[src/rtl/pslg_pkg.sv]
package pslg_pkg;

  // Operation select fields
  localparam int OP_RIGHT_BIT = 0;
  localparam int OP_DBL_BIT   = 1;

  // Is relative lane j inside the written run for offset m?
  // Left big-endian and right little-endian grow upward from m.
  function automatic logic lane_hit(input logic left, input logic big,
                                    input logic [2:0] m, input logic [2:0] j);
    return (left == big) ? (j >= m) : (j <= m);
  endfunction

  // Register byte index that lands on relative lane j
  function automatic logic [2:0] src_sel(input logic left, input logic [2:0] top,
                                         input logic [2:0] m, input logic [2:0] j);
    logic [2:0] d;
    d = (j >= m) ? (j - m) : (m - j);
    return left ? (top - d) : d;
  endfunction

  // True when the set bits of v form one contiguous run (or v is zero)
  function automatic logic contiguous(input logic [7:0] v);
    logic [8:0] low;
    logic [8:0] sum;
    low = {1'b0, v} & (~{1'b0, v} + 9'd1);
    sum = {1'b0, v} + low;
    return (sum & {1'b0, v}) == 9'd0;
  endfunction

endpackage

[src/rtl/pslg_lane_calc.sv]
module pslg_lane_calc #(
  parameter bit WIDE_EN = 1'b1,
  parameter int ADDR_W  = 32,
  localparam int NB     = WIDE_EN ? 8 : 4,
  localparam int LW     = $clog2(NB),
  localparam int DW     = 8 * NB
) (
  input  logic              in_valid,
  input  logic [1:0]        in_op,
  input  logic [ADDR_W-1:0] in_addr,
  input  logic              in_big,
  input  logic [DW-1:0]     in_data,
  output logic              calc_ok,
  output logic [ADDR_W-1:0] calc_addr,
  output logic [NB-1:0]     calc_be,
  output logic [DW-1:0]     calc_wdata
);
  import pslg_pkg::*;

  logic       dbl, left;
  logic [2:0] m, top, base;

  assign dbl     = in_op[OP_DBL_BIT];
  assign left    = !in_op[OP_RIGHT_BIT];
  assign top     = dbl ? 3'd7 : 3'd3;
  assign m       = dbl ? in_addr[2:0] : {1'b0, in_addr[1:0]};
  assign calc_ok = !dbl || WIDE_EN;
  assign calc_addr = {in_addr[ADDR_W-1:LW], {LW{1'b0}}};

  generate
    if (NB == 8) begin : g_base8
      assign base = dbl ? 3'd0 : {in_addr[2], 2'b00};
    end else begin : g_base4
      assign base = 3'd0;
    end
  endgenerate

  generate
    for (genvar j = 0; j < NB; j++) begin : g_lane
      logic [2:0] rel, src;
      logic       inu, hit;
      always_comb begin
        rel = 3'(j) - base;
        inu = (3'(j) >= base) && (rel <= top);
        hit = in_valid && calc_ok && inu && lane_hit(left, in_big, m, rel);
        src = src_sel(left, top, m, rel);
      end
      assign calc_be[j]         = hit;
      assign calc_wdata[8*j +: 8] = hit ? in_data[{src[LW-1:0], 3'b000} +: 8] : 8'h00;
    end
  endgenerate

endmodule

[src/rtl/pslg_out_stage.sv]
module pslg_out_stage #(
  parameter bit OUT_REG = 1'b1,
  parameter int NB      = 8,
  parameter int ADDR_W  = 32,
  localparam int DW     = 8 * NB
) (
  input  logic              clk,
  input  logic              rst_n,
  input  logic              d_valid,
  input  logic [ADDR_W-1:0] d_addr,
  input  logic [NB-1:0]     d_be,
  input  logic [DW-1:0]     d_wdata,
  output logic              q_valid,
  output logic [ADDR_W-1:0] q_addr,
  output logic [NB-1:0]     q_be,
  output logic [DW-1:0]     q_wdata
);
  generate
    if (OUT_REG) begin : g_reg
      always_ff @(posedge clk or negedge rst_n) begin
        if (!rst_n) begin
          q_valid <= 1'b0;
          q_addr  <= '0;
          q_be    <= '0;
          q_wdata <= '0;
        end else begin
          q_valid <= d_valid;
          q_addr  <= d_addr;
          q_be    <= d_be;
          q_wdata <= d_wdata;
        end
      end
    end else begin : g_comb
      assign q_valid = d_valid;
      assign q_addr  = d_addr;
      assign q_be    = d_be;
      assign q_wdata = d_wdata;
    end
  endgenerate
endmodule

[src/rtl/pslg_top.sv]
module pslg_top #(
  parameter bit WIDE_EN = 1'b1,
  parameter bit OUT_REG = 1'b1,
  parameter int ADDR_W  = 32,
  localparam int NB     = WIDE_EN ? 8 : 4,
  localparam int LW     = $clog2(NB),
  localparam int DW     = 8 * NB
) (
  input  logic              clk,
  input  logic              rst_n,
  input  logic              in_valid,
  input  logic [1:0]        in_op,
  input  logic [ADDR_W-1:0] in_addr,
  input  logic              in_big,
  input  logic [DW-1:0]     in_data,
  output logic              out_valid,
  output logic [ADDR_W-1:0] out_addr,
  output logic [NB-1:0]     out_be,
  output logic [DW-1:0]     out_wdata
);
  import pslg_pkg::*;

  logic              calc_ok;
  logic [ADDR_W-1:0] calc_addr;
  logic [NB-1:0]     calc_be;
  logic [DW-1:0]     calc_wdata;

  pslg_lane_calc #(.WIDE_EN(WIDE_EN), .ADDR_W(ADDR_W)) u_calc (
    .in_valid  (in_valid),
    .in_op     (in_op),
    .in_addr   (in_addr),
    .in_big    (in_big),
    .in_data   (in_data),
    .calc_ok   (calc_ok),
    .calc_addr (calc_addr),
    .calc_be   (calc_be),
    .calc_wdata(calc_wdata)
  );

  pslg_out_stage #(.OUT_REG(OUT_REG), .NB(NB), .ADDR_W(ADDR_W)) u_out (
    .clk     (clk),
    .rst_n   (rst_n),
    .d_valid (in_valid),
    .d_addr  (calc_addr),
    .d_be    (calc_be),
    .d_wdata (calc_wdata),
    .q_valid (out_valid),
    .q_addr  (out_addr),
    .q_be    (out_be),
    .q_wdata (out_wdata)
  );

  // Named wires for the assertions: lane index and expected byte count
  logic [3:0] chk_top, chk_m, chk_k, chk_cnt;
  logic [LW-1:0] chk_anchor;
  logic [7:0] chk_be8;
  assign chk_top    = in_op[OP_DBL_BIT] ? 4'd7 : 4'd3;
  assign chk_m      = in_op[OP_DBL_BIT] ? {1'b0, in_addr[2:0]} : {2'b00, in_addr[1:0]};
  assign chk_k      = in_big ? chk_m : (chk_m ^ chk_top);
  assign chk_cnt    = in_op[OP_RIGHT_BIT] ? (chk_k + 4'd1) : (chk_top + 4'd1 - chk_k);
  assign chk_anchor = in_addr[LW-1:0];
  assign chk_be8    = 8'(calc_be);

  a_r2_count: assert property (@(posedge clk) disable iff (!rst_n)
    in_valid && calc_ok |-> $countones(calc_be) == 32'(chk_cnt));

  a_r4_anchor: assert property (@(posedge clk) disable iff (!rst_n)
    in_valid && calc_ok |-> calc_be[chk_anchor]);

  a_r5_contiguous: assert property (@(posedge clk) disable iff (!rst_n)
    in_valid |-> contiguous(chk_be8));

  a_r9_idle_quiet: assert property (@(posedge clk) disable iff (!rst_n)
    !out_valid |-> out_be == '0);

  generate
    if (OUT_REG) begin : g_a_lat1
      a_r10_latency: assert property (@(posedge clk) disable iff (!rst_n)
        in_valid |=> out_valid);
    end else begin : g_a_lat0
      a_r10_latency: assert property (@(posedge clk) disable iff (!rst_n)
        in_valid |-> out_valid);
    end
    if (!WIDE_EN) begin : g_a_narrow
      a_r11_wide_off: assert property (@(posedge clk) disable iff (!rst_n)
        in_valid && in_op[OP_DBL_BIT] |-> calc_be == '0);
    end
  endgenerate

endmodule

[config.mk]
export PLATFORM = sky130hd
export DESIGN_NAME = pslg_top
export DESIGN_NICKNAME = d
export VERILOG_FILES = /design/src/rtl/pslg_pkg.sv /design/src/rtl/pslg_lane_calc.sv /design/src/rtl/pslg_out_stage.sv /design/src/rtl/pslg_top.sv
export SDC_FILE = /design/constraint.sdc
export NUM_CORES = 1
export LEC_CHECK = 0
export ABC_CLOCK_PERIOD_IN_PS = 800
export CORE_ASPECT_RATIO = 1.2
export CORE_MARGIN = 2
export CORE_UTILIZATION = 33
export DETAILED_ROUTE_END_ITERATION = 7
export SYNTH_ARGS = -nofsm -noshare
export SYNTH_HDL_FRONTEND = slang
export SYNTH_SLANG_ARGS = --single-unit
[constraint.sdc]
create_clock -name clk -period 0.8 [get_ports clk]
set_clock_uncertainty 0.15 [all_clocks]
set_input_delay 0.12 -clock clk [delete_from_list [all_inputs] [get_ports clk]]
set_output_delay 0.12 -clock clk [all_outputs]
set_load 0.02 [all_outputs]
Yosys cells after proc, flatten, opt, wreduce, memory -nomap -nowiden
Cells that the tools add are included.
{ "word_totals": {"regBits": 102, "inputBits": 102, "out_inout_bits": 105, "word_cells": 137} }
{ "classes": {"addsub": 32, "order_cmp": 32, "n_eq_ne": 1, "shift": 8, "n_mux": 35, "reduce_logical": 25} }
{ "op_table": {"columns": ["op", "n"], "rows": [
  ["64-bit by 7-bit indexed part select with 8-bit output", 8],
  ["3-bit subtractor", 24],
  ["8-bit 2-to-1 mux", 8],
  ["3-bit 2-to-1 mux", 19],
  ["3-bit <= comparator", 16],
  ["3-bit >= comparator", 8],
  ["1-bit logical AND", 24],
  ["3-bit >= comparator (first input constant)", 4],
  ["3-bit subtractor (first input constant)", 4],
  ["1-bit 2-to-1 mux", 8],
  ["1-bit by 3-bit >= comparator with 1-bit output (first input constant)", 2],
  ["2-bit by 3-bit >= comparator with 1-bit output (first input constant)", 2],
  ["1-bit by 3-bit subtractor with 3-bit output (first input constant)", 2],
  ["2-bit by 3-bit subtractor with 3-bit output (first input constant)", 2],
  ["1-bit == test", 1],
  ["1-bit zero test", 1]
]} }

Longest topological paths before layout
{ "logic_depth": {"word_depth": 8, "depth_mapped": 14, "mapped_depth_nobuf": 11} }

Cells and area by module
Synthesis repeated with hierarchy kept, for this count alone.
{ "unflattened": {"cells_unflattened": 963, "area_unflattened_um2": 8959.8} }
{ "by_module_without_submodules": {"columns": ["mod", "instances", "cells_each", "area_each_um2", "seq_area_each_um2"], "rows": [
  ["pslg_lane_calc", 1, 858, 6332.3, 0.0],
  ["pslg_out_stage", 1, 105, 2627.5, 2627.5]
]} }

Worst setup path after synthesis
No wires, ideal clock.
{ "synth_timing": {"path_type": "in2reg", "startpoint": "input port in_op[1]", "endpoint": "register u_out.q_wdata[10]", "setup_ns": 0.134, "arrival_time_ns": 3.164, "t_required_ns": 0.516, "slack_ns": -2.648, "stages": 12, "n_path_buf": 2, "path_cell_list": "clkbuf_1 > inv_1 > ha_1 > ha_1 > inv_1 > ha_1 > a211oi_2 > mux2i_2 > buf_2 > mux4_2 > a22oi_1 > a21oi_1"} }
{ "synth_via": {"elab_chain_cells": 8, "word_cells_on_any_way": 19, "classes_between": "add/sub: 4; order compare: 4; shift: 1; mux: 7; reduce/logical: 3"} }
{ "synth_lines": {"columns": ["element", "line", "text"], "rows": [
  ["start: declaration", "pslg_top.sv:12", "input logic [1:0] in_op,"],
  ["3-bit 2-to-1 mux", "pslg_lane_calc.sv:32", "assign base = dbl ? 3'd0 : {in_addr[2], 2'b00};"],
  ["1-bit by 3-bit subtractor with 3-bit output", "pslg_lane_calc.sv:43", "rel = 3'(j) - base;"],
  ["3-bit subtractor / 3-bit >= comparator (equally long branches)", "pslg_pkg.sv:18, pslg_pkg.sv:11", null],
  ["3-bit 2-to-1 mux", "pslg_pkg.sv:18", "d = (j >= m) ? (j - m) : (m - j);"],
  ["3-bit subtractor", "pslg_pkg.sv:19", "return left ? (top - d) : d;"],
  ["3-bit 2-to-1 mux", "pslg_pkg.sv:19", null],
  ["64-bit by 7-bit indexed part select with 8-bit output", "pslg_lane_calc.sv:49", "assign calc_wdata[8*j +: 8] = hit ? in_data[{src[LW-1:0], 3'b000} +: 8] : 8'h00;"],
  ["8-bit 2-to-1 mux *", "pslg_lane_calc.sv:49", null],
  ["net calc_wdata[10]", "pslg_top.sv:26", "logic [DW-1:0] calc_wdata;"],
  ["end signal: assignment", "pslg_out_stage.sv:30", "q_wdata <= d_wdata;"],
  ["end: declaration", "pslg_out_stage.sv:16", "output logic [DW-1:0] q_wdata"]
]} }
Mark *: on every way through the listed nets, which the timed path passes. The rest lies on a longest branch.

Final worst setup path
{ "layout_timing": {"startpoint": "input port in_addr[2]", "endpoint": "register u_out.q_wdata[8]"} }
{ "layout_via": {"elab_chain_cells": 8, "word_cells_on_any_way": 18, "classes_between": "add/sub: 4; order compare: 4; shift: 1; mux: 6; reduce/logical: 3"} }
{ "layout_lines": {"columns": ["element", "line", "text"], "rows": [
  ["start: declaration", "pslg_top.sv:13", "input logic [ADDR_W-1:0] in_addr,"],
  ["3-bit 2-to-1 mux", "pslg_lane_calc.sv:32", null],
  ["1-bit by 3-bit subtractor with 3-bit output", "pslg_lane_calc.sv:43", null],
  ["3-bit subtractor / 3-bit >= comparator (equally long branches)", "pslg_pkg.sv:18, pslg_pkg.sv:11", null],
  ["3-bit 2-to-1 mux", "pslg_pkg.sv:18", null],
  ["3-bit subtractor", "pslg_pkg.sv:19", null],
  ["3-bit 2-to-1 mux", "pslg_pkg.sv:19", null],
  ["64-bit by 7-bit indexed part select with 8-bit output", "pslg_lane_calc.sv:49", null],
  ["8-bit 2-to-1 mux *", "pslg_lane_calc.sv:49", null],
  ["net calc_wdata[8]", "pslg_top.sv:26", null]
]} }
Marks and branches as above.

==> impl_metrics.tcl <==
set metrics [dict create \
    core_um2 23200 \
    firstDrtPassIters 5 \
    fill_cells 1882 \
    fin_crit_sh_pct 307 \
    die_x_um 144 \
    cp.arrival_ps 2580 \
    ys.flop_type "dfrtp_1" \
    synth_warnings 0 \
    drv_slew 0 \
    cp-start-kind "input pin" \
    syn-instance-count 689 \
    clk_pin_slew_worst_paths_ps 80 \
    cp_max_fo 9 \
    maxCapViolCount 0 \
    grt_pass1_vias 8260 \
    antennaDiodeCount 0 \
    critPathBufInv 5 \
    drive_gt1_share_pct 53.0 \
    netlist.area_leader.share_pct 32.7 \
    layoutNonFillerInstCount 1485 \
    hold_path_class "input pin to async pin" \
    cts_made_buffers 9 \
    cts_hold_buf 1 \
    drtIter0Drc 657 \
    cts_sinks 102 \
    final_antenna_net_count 0 \
    portBuffers 203 \
    drc 0 \
    cts_max_level 3 \
    grt_overflow_total 0 \
    p_per_area_nw_per_um2 1640 \
    min_period_ps 2460 \
    synth_cell_types 63 \
    cts-root-buf "clkbuf_16" \
    drt-total-wl_mm 32.0 \
    slew_headroom_pct 63.8 \
    ys_async_sr_fraction_pct 100 \
    wl_per_cell_um 21.5 \
    core.rowCount 61 \
    place_inst 1408 \
    setup_violations 174 \
    crit_chain "buf_8, buf_6, ha_4, ha_4, inv_6, ha_4, a211oi_4, buf_6, mux2i_4, buf_6, mux2i_2, a32o_1, a22oi_1, a21oi_1" \
    whs_ps -579 \
    fp.dieArea_um2 24900 \
    cp_data_required_time_ps 920 \
    criticalPathCategory "input pin to flip-flop" \
    ys_ff_latch 102 \
    cts_buffer_depth 2 \
    ys_seq_area_share_pct 32.7 \
    dpl.hpwl_mm 23.1 \
    avgSynthCellArea_um2 11.3 \
    end_kind "flip-flop" \
    die_h_um 172 \
    num_io_pins 207 \
    status "finished, violations left" \
    grt_setup_unrepaired "yes" \
    synthTopCellsByArea "dfrtp_1 33%, mux2i_1 19%, mux4_2 11%" \
    peakVddDrop_v 0.00119 \
    syn_area_um2 7800 \
    antenna_found_initial 0 \
    max_stage_delay_ps 300 \
    p_leak_nw 6.39 \
    placed_area_um2 12400 \
    hold_viol_final 99 \
    fin_ws_ps -1660 \
    cpLargestDelayFamily "compound AO/OA/AOI/OAI gates" \
    cp_slowest_cell "mux2i_4" \
    fmax_mhz 407 \
    start_util_pct 33.6 \
    violations "hold timing, setup timing" \
    track_usage_pct 24.6 \
    route.vias.total 8162 \
    yosysTopAreaCell "dfrtp_1" \
    cts_tree "built" \
    synth_edf_count 0 \
    grt_pass1_wl_mm 46.3 \
    finalWeightedCongestion 0.879 \
    grt_max_degree 36 \
    worst_pin_slew_ps 543 \
    viasPerCell 5.50 \
    syn2layout_area_growth_pct 82.7 \
    nets 1287 \
    finalInstanceArea_um2 14200 \
]
layout by cell type (no fill, tap or decap), types with 12 or more instances in the layout:
cell	count
o221ai_2	12
nand2_1	25
a22oi_1	17
nand3_1	16
clkbuf_16	13
a22o_1	24
mux4_2	39
buf_12	31
buf_4	238
clkdlybuf4s50_1	94
a21oi_1	15
dfrtp_1	101
nor2_1	14
mux2i_1	130
buf_6	131
cells by family after synthesis:
kind of cell,synth area share [%]
multiplexers,32.8
adder cells (fa/ha/maj),3.40
flip-flops,32.7
AND/OR/NAND/NOR,7.48
other,0.0481
XOR/XNOR,3.77
buffers and inverters,4.38
AO/OA/AOI/OAI,15.4
metal layers:
layer  part of all wire, %  GRT usage [%]  vias to the layer above
li1                      -              -                     3634
met1                    38           29.8                     4066
met2                    52           43.0                      390
met3                   7.3           4.13                       72
met4                   3.4           10.7                        0
met5                     0              0                        -
cell usage after synthesis (3+ instances only):
master,number
mux2i_1,145
dfrtp_1,102
mux4_2,39
nand2_1,29
a22o_1,24
a22oi_1,23
nor2_1,22
o221ai_1,22
a21oi_1,19
a211oi_1,18
ha_1,18
inv_1,18
mux2_2,17
nand3_1,16
nor3_1,16
xnor2_1,15
clkbuf_1,14
buf_2,12
buf_4,12
o21ai_0,12
o2bb2ai_1,8
a32o_1,7
nor4_1,7
buf_1,6
nor2b_1,6
a31oi_1,4
and2_1,4
buf_6,4
xnor2_2,4
a211oi_2,3
xor2_1,3
stage by stage:
stage	power (mW)	worst slack (ps)	TNS, ps	util [%]	hold slack [ps]
after floorplan	11.6	-1910	-113240	-	-326
after global placement	16.5	-2720	-201590	53.3	-142
after detailed placement	16.6	-2740	-204000	53.3	-143
after CTS	22.7	-1640	-138080	59.5	-539
after global routing	24.3	-1730	-144850	61.4	-578
final	23.3	-1660	-137120	61.4	-579
layout make-up:
type                    count  area, um2  area share (%)
clock buffers              10        239            1.68
clock inverters             6       63.8           0.448
inverters                  19        100           0.703
multi-input cells         523       5780            40.6
flip-flops and latches    102       2550            17.9
well taps                 315        394            2.77
repair buffers            510       5110            35.9
flip-flops by register name, indices dropped and copies added, names as in the netlist:
| name | cells |
|---|---|
| u_out.q_valid | 1 |
| u_out.q_wdata | 64 |
| u_out.q_be | 8 |
| u_out.q_addr | 29 |
power by group:
part / switching, mW / total [mW] / internal (mW)
registers: 0.292 / 5.95 / 5.66
logic: 5.91 / 12.8 / 6.90
clock network: 2.26 / 4.54 / 2.29
total: 8.46 / 23.3 / 14.8
how the worst max path moves through the flow:
| stage | startpoint | end | cells past startpoint |
|---|---|---|---|
| after global routing | in_addr[2] | u_out.q_wdata[14] | 14 |
| after global placement | in_op[1] | u_out.q_wdata[4] | 14 |
| after floorplan | in_op[1] | u_out.q_wdata[32] | 12 |
| final | in_addr[2] | u_out.q_wdata[8] | 14 |
| after detailed placement | in_op[1] | u_out.q_wdata[4] | 14 |
| after CTS | in_op[1] | u_out.q_wdata[34] | 14 |
repair_timing:
item	CTS	global route
gates cloned	7	4
pin swaps	49	42
resized for setup	732	65
setup buffers	40	15
endpoints found under the hold margin	102	99
endpoints found under the setup margin	174	177
Note: power is estimated with default switching activity, not from simulation.
